==> config.mk <==
export PLATFORM = sky130hd
export DESIGN_NAME = tick_countdown_irq
export DESIGN_NICKNAME = d
export VERILOG_FILES = /design/src/rtl/cdt_pkg.sv /design/src/rtl/cdt_regs.sv /design/src/rtl/cdt_counter.sv /design/src/rtl/cdt_irq.sv /design/src/rtl/tick_countdown_irq.sv
export SDC_FILE = /design/constraint.sdc
export NUM_CORES = 1
export LEC_CHECK = 0
export BUFFER_PORTS_ARGS = -buffer_cell sky130_fd_sc_hd__buf_2
export CORE_ASPECT_RATIO = 1.4
export CORE_MARGIN = 2
export CORE_UTILIZATION = 40
export DETAILED_ROUTE_END_ITERATION = 12
export PLACE_DENSITY = 0.67
export SLEW_MARGIN = 40
export SYNTH_ARGS = -nofsm -noshare
export SYNTH_HDL_FRONTEND = slang
export SYNTH_HIERARCHICAL = 1
export SYNTH_SLANG_ARGS = --single-unit
==> constraint.sdc <==
create_clock -name clk -period 2.5 [get_ports clk]
set_input_delay 0 -clock clk [delete_from_list [all_inputs] [get_ports clk]]
set_output_delay 0 -clock clk [all_outputs]
set_load 0.01 [all_outputs]
==> src/rtl/cdt_pkg.sv <==
package cdt_pkg;
    // Timer sequencing states
    typedef enum logic [1:0] {
        ST_IDLE    = 2'd0,
        ST_RUN     = 2'd1,
        ST_EXPIRED = 2'd2
    } tmr_state_e;
endpackage

==> src/rtl/cdt_regs.sv <==
module cdt_regs #(
    parameter int ADDR_W    = 2,
    parameter int DATA_W    = 32,
    parameter int CNT_W     = 20,
    parameter int STAT_W    = 16,
    parameter int EN_BIT    = 24,
    parameter int IE_BIT    = 25,
    parameter int ACK_BIT   = 26,
    parameter int FLAG_BIT  = 5,
    parameter int CTRL_ADDR = 0,
    parameter int STAT_ADDR = 1
) (
    input  logic              clk,
    input  logic              rst_n,
    input  logic              wr_en,
    input  logic [ADDR_W-1:0] wr_addr,
    input  logic [DATA_W-1:0] wr_data,
    input  logic [ADDR_W-1:0] rd_addr,
    input  logic [CNT_W-1:0]  cnt,
    input  logic              cnt_en,
    input  logic              flag,
    output logic              load,
    output logic              load_en,
    output logic [CNT_W-1:0]  load_val,
    output logic              ack,
    output logic              ie,
    output logic [DATA_W-1:0] rd_data
);
    localparam logic [ADDR_W-1:0] CTRL_A = ADDR_W'(CTRL_ADDR);
    localparam logic [ADDR_W-1:0] STAT_A = ADDR_W'(STAT_ADDR);

    logic ctrl_wr;
    logic ie_q;
    logic [STAT_W-1:0] stat_word;
    logic wr_unused;

    assign ctrl_wr  = wr_en && (wr_addr == CTRL_A);
    assign ack      = ctrl_wr && wr_data[ACK_BIT];
    assign load     = ctrl_wr && !wr_data[ACK_BIT];
    assign load_en  = wr_data[EN_BIT];
    assign load_val = wr_data[CNT_W-1:0];
    assign ie       = ie_q;
    assign wr_unused = ^wr_data;

    always_ff @(posedge clk or negedge rst_n) begin
        if (!rst_n) begin
            ie_q <= 1'b0;
        end else if (ctrl_wr) begin
            ie_q <= wr_data[IE_BIT];
        end
    end

    always_comb begin
        stat_word           = '0;
        stat_word[FLAG_BIT] = flag;
    end

    always_comb begin
        rd_data = '0;
        if (rd_addr == CTRL_A) begin
            rd_data[CNT_W-1:0] = cnt;
            rd_data[EN_BIT]    = cnt_en;
            rd_data[IE_BIT]    = ie_q;
        end else if (rd_addr == STAT_A) begin
            rd_data[STAT_W-1:0] = stat_word;
        end
    end


    ie_store_chk: assert property (@(posedge clk) disable iff (!rst_n)
        ctrl_wr |=> (ie_q == $past(wr_data[IE_BIT])));


    ie_hold_chk: assert property (@(posedge clk) disable iff (!rst_n)
        !ctrl_wr |=> $stable(ie_q));
endmodule

==> src/rtl/cdt_counter.sv <==
module cdt_counter
    import cdt_pkg::*;
#(
    parameter int CNT_W = 20
) (
    input  logic             clk,
    input  logic             rst_n,
    input  logic             load,
    input  logic             load_en,
    input  logic [CNT_W-1:0] load_val,
    input  logic             tick,
    output logic [CNT_W-1:0] cnt,
    output logic             cnt_en,
    output logic             zero_evt
);
    localparam logic [CNT_W-1:0] ONE = CNT_W'(1);

    tmr_state_e state_q, state_d;
    logic [CNT_W-1:0] cnt_q, cnt_d;
    logic last_step;

    assign last_step = (state_q == ST_RUN) && tick && !load && (cnt_q == ONE);

    // State register
    always_ff @(posedge clk or negedge rst_n) begin
        if (!rst_n) begin
            state_q <= ST_IDLE;
            cnt_q   <= '0;
        end else begin
            state_q <= state_d;
            cnt_q   <= cnt_d;
        end
    end

    // Next state and count
    always_comb begin
        state_d = state_q;
        cnt_d   = cnt_q;
        if (load) begin
            if (!load_en) begin
                state_d = ST_IDLE;               // stop
            end else if (load_val != '0) begin
                state_d = ST_RUN;                // start
                cnt_d   = load_val;
            end else begin
                state_d = ST_EXPIRED;            // load_zero
                cnt_d   = '0;
            end
        end else begin
            unique case (state_q)
                ST_IDLE: begin
                    state_d = ST_IDLE;
                end
                ST_RUN: begin
                    if (tick) begin
                        cnt_d = cnt_q - ONE;
                        if (cnt_q == ONE) begin
                            state_d = ST_EXPIRED; // expire
                        end
                    end
                end
                ST_EXPIRED: begin
                    state_d = ST_EXPIRED;
                end
                default: begin
                    state_d = ST_IDLE;
                end
            endcase
        end
    end

    // Outputs
    always_comb begin
        cnt      = cnt_q;
        cnt_en   = (state_q != ST_IDLE);
        zero_evt = last_step;
    end


    dec_by_one_chk: assert property (@(posedge clk) disable iff (!rst_n)
        (state_q == ST_RUN && tick && !load) |=> (cnt_q == $past(cnt_q) - ONE));


    no_tick_hold_chk: assert property (@(posedge clk) disable iff (!rst_n)
        (!tick && !load) |=> $stable(cnt_q));


    stopped_frozen_chk: assert property (@(posedge clk) disable iff (!rst_n)
        (state_q == ST_IDLE && !load) |=> $stable(cnt_q));


    hold_zero_chk: assert property (@(posedge clk) disable iff (!rst_n)
        (state_q == ST_EXPIRED && !load) |=> (cnt_q == '0));


    run_nonzero_chk: assert property (@(posedge clk) disable iff (!rst_n)
        (state_q == ST_RUN) |-> (cnt_q != '0));
endmodule

==> src/rtl/cdt_irq.sv <==
module cdt_irq (
    input  logic clk,
    input  logic rst_n,
    input  logic zero_evt,
    input  logic ack,
    input  logic ie,
    output logic flag,
    output logic irq
);
    logic flag_q;

    always_ff @(posedge clk or negedge rst_n) begin
        if (!rst_n) begin
            flag_q <= 1'b0;
        end else if (zero_evt) begin
            flag_q <= 1'b1;
        end else if (ack) begin
            flag_q <= 1'b0;
        end
    end

    assign flag = flag_q;
    assign irq  = flag_q && ie;


    set_on_zero_chk: assert property (@(posedge clk) disable iff (!rst_n)
        zero_evt |=> flag_q);


    sticky_chk: assert property (@(posedge clk) disable iff (!rst_n)
        (flag_q && !ack) |=> flag_q);


    ack_clear_chk: assert property (@(posedge clk) disable iff (!rst_n)
        (ack && !zero_evt) |=> !flag_q);


    no_spurious_set_chk: assert property (@(posedge clk) disable iff (!rst_n)
        (!flag_q && !zero_evt) |=> !flag_q);
endmodule

==> src/rtl/tick_countdown_irq.sv <==
module tick_countdown_irq #(
    parameter int ADDR_W    = 2,
    parameter int DATA_W    = 32,
    parameter int CNT_W     = 20,
    parameter int STAT_W    = 16,
    parameter int EN_BIT    = 24,
    parameter int IE_BIT    = 25,
    parameter int ACK_BIT   = 26,
    parameter int FLAG_BIT  = 5,
    parameter int CTRL_ADDR = 0,
    parameter int STAT_ADDR = 1
) (
    input  logic              clk,
    input  logic              rst_n,
    input  logic              wr_en,
    input  logic [ADDR_W-1:0] wr_addr,
    input  logic [DATA_W-1:0] wr_data,
    input  logic [ADDR_W-1:0] rd_addr,
    output logic [DATA_W-1:0] rd_data,
    input  logic              tick,
    output logic              irq_o
);
    logic             load, load_en, ack, ie;
    logic [CNT_W-1:0] load_val, cnt;
    logic             cnt_en, zero_evt, flag;

    cdt_regs #(
        .ADDR_W(ADDR_W), .DATA_W(DATA_W), .CNT_W(CNT_W), .STAT_W(STAT_W),
        .EN_BIT(EN_BIT), .IE_BIT(IE_BIT), .ACK_BIT(ACK_BIT),
        .FLAG_BIT(FLAG_BIT), .CTRL_ADDR(CTRL_ADDR), .STAT_ADDR(STAT_ADDR)
    ) u_regs (
        .clk(clk), .rst_n(rst_n), .wr_en(wr_en), .wr_addr(wr_addr),
        .wr_data(wr_data), .rd_addr(rd_addr), .cnt(cnt), .cnt_en(cnt_en),
        .flag(flag), .load(load), .load_en(load_en), .load_val(load_val),
        .ack(ack), .ie(ie), .rd_data(rd_data)
    );

    cdt_counter #(
        .CNT_W(CNT_W)
    ) u_counter (
        .clk(clk), .rst_n(rst_n), .load(load), .load_en(load_en),
        .load_val(load_val), .tick(tick), .cnt(cnt), .cnt_en(cnt_en),
        .zero_evt(zero_evt)
    );

    cdt_irq u_irq (
        .clk(clk), .rst_n(rst_n), .zero_evt(zero_evt), .ack(ack),
        .ie(ie), .flag(flag), .irq(irq_o)
    );


    no_flag_on_zero_load_chk: assert property (@(posedge clk) disable iff (!rst_n)
        (load && load_en && load_val == '0 && !flag) |=> !flag);


    irq_needs_ie_chk: assert property (@(posedge clk) disable iff (!rst_n)
        irq_o |-> ie);
endmodule

==> results by group, run 1 <==
Clock network
  • Post-CTS Setup Repair Bufs: 0
  • Root buffer cell: clkbuf_8
  • Cts bufs inserted: 3
  • CTS tree: built
  • Clk sinks: 24
  • # H-tree levels: 1
  • Clock transition at path regs: 90 ps
  • Clock Tree Buf Depth: 2
  • Hold_buf cts: 8
  • Worst-skew pair later-pin latency: 260 ps
  • PostCTS Resize Cnt: 0

Pwr
  • Pleak: 1.06 nW
  • Power Density: a little under 500 nW/um2
  • Design Power: ~1.1 mW
  • Peak supply drop: 0.000197 V

Routing
  • Antenna viol nets, final: 0
  • WL/cell: between 10 and 15 um
  • Vias: roughly 1800
  • DRT Wirelength: between 4000 and 5000 um
  • Via density: 5.21
  • Residual DRC count: 0
  • TritonRoute pass-1 iters: 4
  • First-iteration detailed-routing DRC count: between 50 and 60

Yosys
  • Syn. warnings: 6
  • Number of synthesized flops with an enable pin: 0
  • Ys async rst share: 100%
  • Synth Flop Type: dfrtp_1
  • Register bit total from synthesis: 24
  • Avg Inst Size Synth: roughly 8 um2
  • Register area share after synthesis: 30.9%
  • Syn Inst Count: between 200 and 250
  • Mapped cell area: roughly 1900 um2
  • Synth cell types: between 40 and 50

Cells and area
  • Post-route insts no fill: about 340
  • Final net count: between 300 and 400
  • Share of layout cells above drive strength 1: between 20% and 30%
  • Finished Cell Area: approximately 2200 um2
  • Syn-to-layout area delta: 15.7%
  • Number of antenna diodes: 0
  • Post-layout util: 47.2%
  • # fillers: a little under 500

Global route
  • First-pass GRT wire length: 8310 um
  • Vias in the first global route: approximately 1800
  • Grt ovf: 0
  • Initial antenna violation count: 0
  • Largest net degree at the start of global routing: 25
  • All-Layer GR Usage: a little under a fifth

Floorplan
  • Die H: just under 90 um
  • Die area: between 5000 and 6000 um2
  • Initial core utilization: about two fifths
  • Core Box Area: 4770 um2
  • Io pins: 73
  • Site Rows: 30
  • Die W: about 63 um

Critical path
  • Worst R2R Setup Slack: roughly 420 ps
  • Data required, critical path: between 2000 and 3000 ps
  • Reg2Reg Depth: 7
  • Crit Path Max Fanout: 7
  • CP cell instances: inv_1, ha_1, or3b_2, a21oi_1, nand4_1, xor2_1, o211ai_1
  • CP max stage cell: or3b_2
  • Crit path kind: reg2reg
  • Slowest cell delay on critical path: approximately 500 ps
  • CP startpoint kind: register
  • Arrival @ worst endpoint: around 2300 ps
  • Critical Path Sink Type: register

STA
  • Max_slew headroom: 55.7%
  • Period minus WS final: 2080 ps
  • Worst Skew: approximately 4.7 ps
  • Worst hold slack: about 24 ps
  • RSZ-0062 raised after global routing: no
  • Setup WS post-layout: about 420 ps
  • Slew Viols, Final: 0
  • Fin crit share: a little over four fifths
  • Slew at the pin closest to its max-slew limit: about 660 ps
  • Count of final setup violators: 0
  • Final hold vios: 0
  • Post-Route Setup TNS: 0 ps
  • Fmax: between 400 and 500 MHz

Placement
  • Placed insts: roughly 330
  • Worst slack at placement: between 400 and 500 ps
  • DP Wirelength: 3710 um
  • Cell Area, Placed: about 2100 um2
  • Placer Congestion: 0.848
  • I/O Buffers: 53

Run status
  • Status: completed

Hold path
  • Hold Path Class: in2reg
  • Min-Delay Path Depth: 3

Flow run
  • Max cap viols: 0
-- layout make-up --
class / count / area, um2 / area share (%)
clock buffers: 4 / 55.1 / 2.45
inverters: 8 / 30.0 / 1.34
multi-input cells: 175 / 1080 / 48.2
flip-flops and latches: 24 / 601 / 26.7
well taps: 64 / 80.1 / 3.56
repair buffers: 68 / 398 / 17.7
-- flip-flops by register name (all words and copies together), names as in the netlist --
register,cells
u_counter/cnt,20
u_regs/ie,1
u_irq/flag,1
u_counter/state_q,2
-- cells by family after synthesis --
family	count (synthesis)	share of synthesized area (%)
AO/OA/AOI/OAI	52	16.5
AND/OR/NAND/NOR	100	30.4
adder cells (fa/ha/maj)	4	2.58
buffers and inverters	46	15.0
other	1	0.193
flip-flops	24	30.9
XOR/XNOR	4	1.80
multiplexers	5	2.64
-- path summary, 6_finish.rpt --
path,endpoint,startpoint
max in group asynchronous,u_counter/cnt[12],rst_n
min,u_counter/cnt[12],wr_data[12]
min in group asynchronous,u_counter/cnt[6],rst_n
max,u_counter/cnt[12],u_counter/cnt[0]
min reg2reg,u_regs/ie,u_regs/ie
max reg2reg,u_counter/cnt[12],u_counter/cnt[0]
-- Yosys cell counts, types with 4 or more instances --
master    instances  area, um2
nor2_1           10       37.5
mux2i_1           4       40.0
dfrtp_1          24        601
nor4_1            8       50.1
xor2_1            4       35.0
nand2_1          19       71.3
o21ai_0           9       45.0
nand2b_1          4       25.0
nor3_1            9       45.0
and2_1           24        150
ha_1              4       50.1
inv_1             8       30.0
a21oi_1          18       90.1
clkbuf_1          5       18.8
nand3_1           7       35.0
o22ai_1          10       62.6
buf_4            31        233
-- metal layers --
metal,vias up,wire (um),global-route usage [%]
li1,889,-,-
met1,848,2020,22.7
met2,47,2650,36.0
met3,4,179,1.56
met4,0,47,6.26
met5,-,0,0
-- worst max-delay path: cells and delay by family, from the launching register on --
kind	cells	cell delay, ps
AND/OR/NAND/NOR	2	670
flip-flops	1	460
AO/OA/AOI/OAI	2	420
adder cells (fa/ha/maj)	1	190
XOR/XNOR	1	180
buffers and inverters	1	80
-- report_power, final --
group / switching (mW) / total [mW] / internal, mW / leakage [nW]
clock network: 0.125 / 0.266 / 0.141 / 0.0288
registers: 0.0650 / 0.504 / 0.439 / 0.301
logic: 0.184 / 0.349 / 0.164 / 0.728
-- layout by cell type, fill, tap and decap left out, types with 2 or more instances in the layout --
| master | instances |
|---|---|
| a31o_2 | 2 |
| a22oi_1 | 2 |
| nand2b_1 | 4 |
| o21ai_0 | 9 |
| a21o_1 | 2 |
| nor2_1 | 10 |
| ha_1 | 4 |
| dlygate4sd3_1 | 8 |
| conb_1 | 10 |
| buf_2 | 53 |
| nand3_1 | 7 |
| nor3b_2 | 2 |
| or3_1 | 2 |
| a21oi_1 | 18 |
| dfrtp_1 | 24 |
| and2_1 | 24 |
| mux2i_1 | 4 |
| nand3b_1 | 2 |
| inv_1 | 8 |
| buf_4 | 7 |
| nor4_1 | 8 |
| o22ai_1 | 10 |
| o211ai_1 | 2 |
| clkbuf_8 | 4 |
| nor3_1 | 9 |
| nand2_1 | 19 |
| xor2_1 | 4 |
Power figures use the tool's default switching activity.
==> inputs of run 2 (changes only) <==
PLACE_DENSITY = 0.7   (was 0.67)
clock period = 1.9 ns   (was 2.5 ns; I/O delays follow)
==> results by group, run 2 (same netlist as run 1, synthesis figures left out) <==
Critical path
  • CP startpoint kind: register
  • CP max stage cell: or4_1
  • Critical Path Sink Type: register
  • Crit Path Max Fanout: 2
  • Worst Path Buf+Inv: 0
  • Crit path kind: reg2reg
  • WP depth: 5
  • Data required, critical path: 2060 ps
  • Crit Reg-Reg Endpoint: u_counter/state_q[1]
  • Worst R2R Setup Slack: roughly 4.7 ps
  • CP cell instances: or4_1, nor3_1, a31oi_1, a211oi_1, a21oi_1
  • Arrival @ worst endpoint: 2060 ps
  • Reg2Reg Depth: 5
  • Slowest cell delay on critical path: roughly 560 ps
  • Setup crit end: u_counter/state_q[1]
  • Worst r2r src: u_counter/cnt[6]
  • Worst path top cell family by delay: simple AND/OR/NAND/NOR gates
  • CP startpoint: u_counter/cnt[6]

STA
  • Final hold vios: 0
  • Period minus WS final: approximately 1900 ps
  • RSZ-0062 raised after global routing: yes
  • Max_slew headroom: 53.3%
  • Count of final setup violators: 0
  • Fin crit share: 99.8%
  • Worst Skew: a little under 6 ps
  • Fmax: 528 MHz
  • Slew Viols, Final: 0
  • Slew at the pin closest to its max-slew limit: approximately 700 ps
  • Setup WS post-layout: roughly 4.7 ps

Floorplan
  • Io pins: between 70 and 80
  • Die W: ~63 um
  • Die H: just under 90 um
  • Die area: around 5400 um2
  • Initial core utilization: between 40% and 50%
  • Core Box Area: between 4000 and 5000 um2
  • Site Rows: 30

Clock network
  • Clk sinks: 24
  • Cts bufs inserted: 3
  • Clock transition at path regs: 90 ps
  • Worst-skew pair later-pin latency: 280 ps
  • CTS tree: built
  • Clock Tree Buf Depth: 2
  • # H-tree levels: 1
  • Post-CTS Setup Repair Bufs: 0
  • Root buffer cell: clkbuf_8

Cells and area
  • Share of layout cells above drive strength 1: 33.8%
  • Most common cell after layout, fill and taps aside: buf_2
  • Number of antenna diodes: 0
  • Syn-to-layout area delta: 26.7%
  • Most frequent cells in the layout: 53 x buf_2, 29 x buf_4, 24 x and2_1, 24 x dfrtp_1, 19 x nand2_1
  • Max reg flops: 20
  • Final net count: 347
  • Post-route insts no fill: 366

Routing
  • Antenna viol nets, final: 0
  • TritonRoute pass-1 iters: 4
  • Residual DRC count: 0
  • First-iteration detailed-routing DRC count: 76
  • WL/cell: between 10 and 15 um
  • Via density: roughly 5.2
  • DRT Wirelength: roughly 5300 um
  • Vias: between 1500 and 2000

Pwr
  • Internal: ~1.1 mW
  • Peak supply drop: about 0.00030 V
  • Power Density: 685 nW/um2
  • Comb pwr share: 35.6%
  • Sequential Power Share: between 30% and 40%
  • Pleak: around 1.2 nW
  • NetSw: 0.539 mW
  • Net Sw Frac: 32.0%
  • Clock power share: a little over a quarter

Global route
  • Vias in the first global route: between 1500 and 2000
  • Initial antenna violation count: 0
  • Grt ovf: 0
  • All-Layer GR Usage: a little over 20%
  • Largest net degree at the start of global routing: 25
  • First-pass GRT wire length: around 8900 um

Placement
  • DP Wirelength: between 3000 and 4000 um
  • Worst slack at placement: roughly 13 ps
  • I/O Buffers: 53
  • Placer Congestion: a little under 0.9
  • Placed insts: between 300 and 400

Hold path
  • Min-Delay Path Depth: 3
  • Hold Path Class: in2reg

Flow run
  • Max cap viols: 0

Run status
  • Status: completed
==> run 2: worst min path at each step <==
| stage | from | slack, ps | endpoint |
|---|---|---|---|
| 6_report | wr_data[6] | 20 | u_counter/cnt[6] |
| 5_1_grt | wr_data[5] | 30 | u_counter/cnt[5] |
| 4_1_cts | wr_data[6] | 20 | u_counter/cnt[6] |
| 3_5_place_dp | rst_n | 30 | u_regs/ie |
| 3_3_place_gp | rst_n | 20 | u_irq/flag |
| 2_1_floorplan | rst_n | -300 | u_counter/cnt[0] |
==> run 2: metal layers <==
metal / track usage, % / wire, um / up-vias
li1: - / - / 935
met1: 23.2 / 2100 / 911
met2: 39.7 / 2870 / 50
met3: 2.08 / 224 / 5
met4: 6.46 / 65 / 0
met5: 0 / 0 / -
==> run 2: layout make-up <==
type	count	area, um2
multi-input cells	175	1110
fillers	483	2310
inverters	8	30.0
well taps	64	80.1
repair buffers	91	573
clock inverters	1	30.0
flip-flops and latches	24	601
clock buffers	3	41.3
==> run 2: through the flow <==
step	hold slack, ps	instance area (um2)	utilization [%]	power [mW]	TNS, ps
floorplan	-296	1980	-	1.01	0
global placement	22.3	2280	47.8	1.19	0
detailed placement	29.6	2280	47.8	1.20	0
CTS	22.1	2450	51.4	1.69	0
global route	30.8	2460	51.6	1.79	-240
finish	19.3	2460	51.6	1.69	0
==> run 2: repair_timing <==
item                                   4_1_cts  5_1_grt
pin swaps                                    0        2
endpoints found under the hold margin       32        0
hold buffers                                 9        0
gates cloned                                 0        0
gates resized for setup                      2        4
setup endpoints to repair                    2        9
==> run 2: worst min-delay path, delay by kind of cell <==
family	cells	cell delay [ps]
buf+inv	1	90
compound gates	2	170
==> run 2: power by group through the flow <==
| stage | Clock (mW) | Sequential [mW] | Combinational (mW) |
|---|---|---|---|
| 2_1_floorplan | 0 | 0.647 | 0.358 |
| 3_3_place_gp | 0 | 0.631 | 0.564 |
| 3_5_place_dp | 0 | 0.635 | 0.570 |
| 4_1_cts | 0.470 | 0.625 | 0.592 |
| 5_1_grt | 0.485 | 0.635 | 0.666 |
| 6_report | 0.461 | 0.626 | 0.600 |
==> inputs of run 3 (changes only) <==
CORE_ASPECT_RATIO = not set   (was 1.4)
==> results by group, run 3 (same netlist as run 1, synthesis figures left out) <==
Routing
  • Residual DRC count: 0
  • Antenna viol nets, final: 0
  • TritonRoute pass-1 iters: 4
  • Vias: approximately 2000
  • First-iteration detailed-routing DRC count: roughly 100
  • WL/cell: roughly 15 um
  • Via density: about 5.4
  • DRT Wirelength: roughly 5500 um

Pwr
  • NetSw: 0.538 mW
  • Peak supply drop: about 0.00025 V
  • Clock power share: 22.5%
  • Internal: around 1.1 mW
  • Pleak: ~1.2 nW
  • Comb pwr share: a little under two fifths
  • Net Sw Frac: 33.7%
  • Sequential Power Share: between 30 and 40%
  • Power Density: around 650 nW/um2

Floorplan
  • Core Box Area: about 4700 um2
  • Die H: between 70 and 80 um
  • Die area: about 5400 um2
  • Io pins: 73
  • Die W: around 74 um
  • Site Rows: 25
  • Initial core utilization: between 40 and 50%

Critical path
  • Crit Path Max Fanout: 3
  • CP max stage cell: or4_4
  • Critical Path Sink Type: register
  • Slowest cell delay on critical path: between 500 and 600 ps
  • Worst R2R Setup Slack: 50 ps
  • Crit path kind: reg2reg
  • CP startpoint kind: register
  • Arrival @ worst endpoint: ~2100 ps
  • CP cell instances: or4_4, or3_4, nor3_2, o21a_1, o221a_2
  • Data required, critical path: approximately 2100 ps

Cells and area
  • Max reg flops: 20
  • Syn-to-layout area delta: 27.4%
  • Most frequent cells in the layout: 53 x buf_2, 33 x buf_4, 24 x and2_1, 24 x dfrtp_1, 19 x nand2_1
  • Number of antenna diodes: 0
  • Finished Cell Area: roughly 2500 um2
  • Post-route insts no fill: between 300 and 400
  • Final net count: 350
  • Most common cell after layout, fill and taps aside: buf_2
  • # fillers: 451
  • Share of layout cells above drive strength 1: 35.4%

Clock network
  • Clock transition at path regs: approximately 80 ps
  • Clk sinks: 24
  • CTS tree: built
  • Root buffer cell: clkbuf_8
  • Worst-skew pair later-pin latency: around 280 ps
  • Clock Tree Buf Depth: 2
  • Cts bufs inserted: 3
  • # H-tree levels: 1

STA
  • Fmax: 541 MHz
  • Post-Route Setup TNS: 0 ps
  • Count of final setup violators: 0
  • Final hold vios: 0
  • Slew Viols, Final: 0
  • Max_slew headroom: approximately half
  • Slew at the pin closest to its max-slew limit: roughly 700 ps
  • Worst Skew: around 7.1 ps
  • RSZ-0062 raised after global routing: yes
  • Period minus WS final: 1850 ps
  • Fin crit share: a little over nine tenths

Global route
  • Initial antenna violation count: 0
  • Grt peak-use layer: met2
  • Vias in the first global route: 1824
  • Grt met3 use: under 10%
  • All-Layer GR Usage: 20.7%
  • Grt ovf: 0
  • First-pass GRT wire length: 8630 um
  • Largest net degree at the start of global routing: 25
  • Met2 usage: between 30 and 40%
  • GR Util met1: 28.0%

Run status
  • Status: completed

Placement
  • DP Wirelength: 3870 um
  • Placed insts: 345
  • Placer Congestion: around 0.90
  • Cell Area, Placed: 2280 um2
  • I/O Buffers: between 50 and 60

Hold path
  • Hold Path Class: in2reg

Flow run
  • Max cap viols: 0
[run 3: timing repair]
action | CTS | global route
gates resized for setup | 1 | 9
hold buffers | 8 | 0
endpoints found under the hold margin | 31 | 0
setup endpoints to repair | 1 | 10
pin swaps | 0 | 2
buffers inserted | 0 | 2
[run 3: layer usage]
layer,up-vias,share of wire (%)
met4,0,3.1
met1,900,43
met3,14,5.9
met2,91,48
met5,-,0
li1,939,-
[run 3: stage by stage]
stage	util [%]	setup slack [ps]	hold slack, ps	total power [mW]
floorplan	-	52.6	-296	1.01
global placement	48.6	59.7	15.7	1.19
detailed placement	48.6	2.57	29.0	1.20
CTS	51.6	10.0	6.53	1.59
global route	52.7	-39.0	23.9	1.72
finish	52.7	49.9	12.6	1.60
[run 3: worst paths after layout]
check / start / endpoint / cells past startpoint
min: wr_data[14] / u_counter/cnt[14] / 3
max in group asynchronous: rst_n / u_counter/cnt[14] / 2
max reg2reg: u_counter/cnt[14] / u_counter/cnt[18] / 5
min reg2reg: u_irq/flag / u_irq/flag / 1
min in group asynchronous: rst_n / u_counter/cnt[6] / 2
max: u_counter/cnt[14] / u_counter/cnt[18] / 5
[run 3: cell type report]
class	count	area (um2)	share of cell area, %
clock buffers	4	55.1	2.22
inverters	8	30.0	1.21
multi-input cells	175	1130	45.6
flip-flops and latches	24	601	24.3
well taps	54	67.6	2.73
repair buffers	94	593	24.0
[run 3: critical path, delay by kind of cell, from the launching register on]
| family | cells | cell delay, ps |
|---|---|---|
| AOI/OAI and AO/OA | 2 | 310 |
| DFF | 1 | 390 |
| and+or+nand+nor | 3 | 1100 |
[run 3: power groups by stage]
| stage | registers, mW | logic (mW) | clock network, mW |
|---|---|---|---|
| 2_1_floorplan | 0.647 | 0.358 | 0 |
| 3_5_place_dp | 0.637 | 0.567 | 0 |
| 6_report | 0.631 | 0.608 | 0.360 |
| 5_1_grt | 0.641 | 0.686 | 0.391 |
| 3_3_place_gp | 0.633 | 0.562 | 0 |
| 4_1_cts | 0.628 | 0.587 | 0.373 |
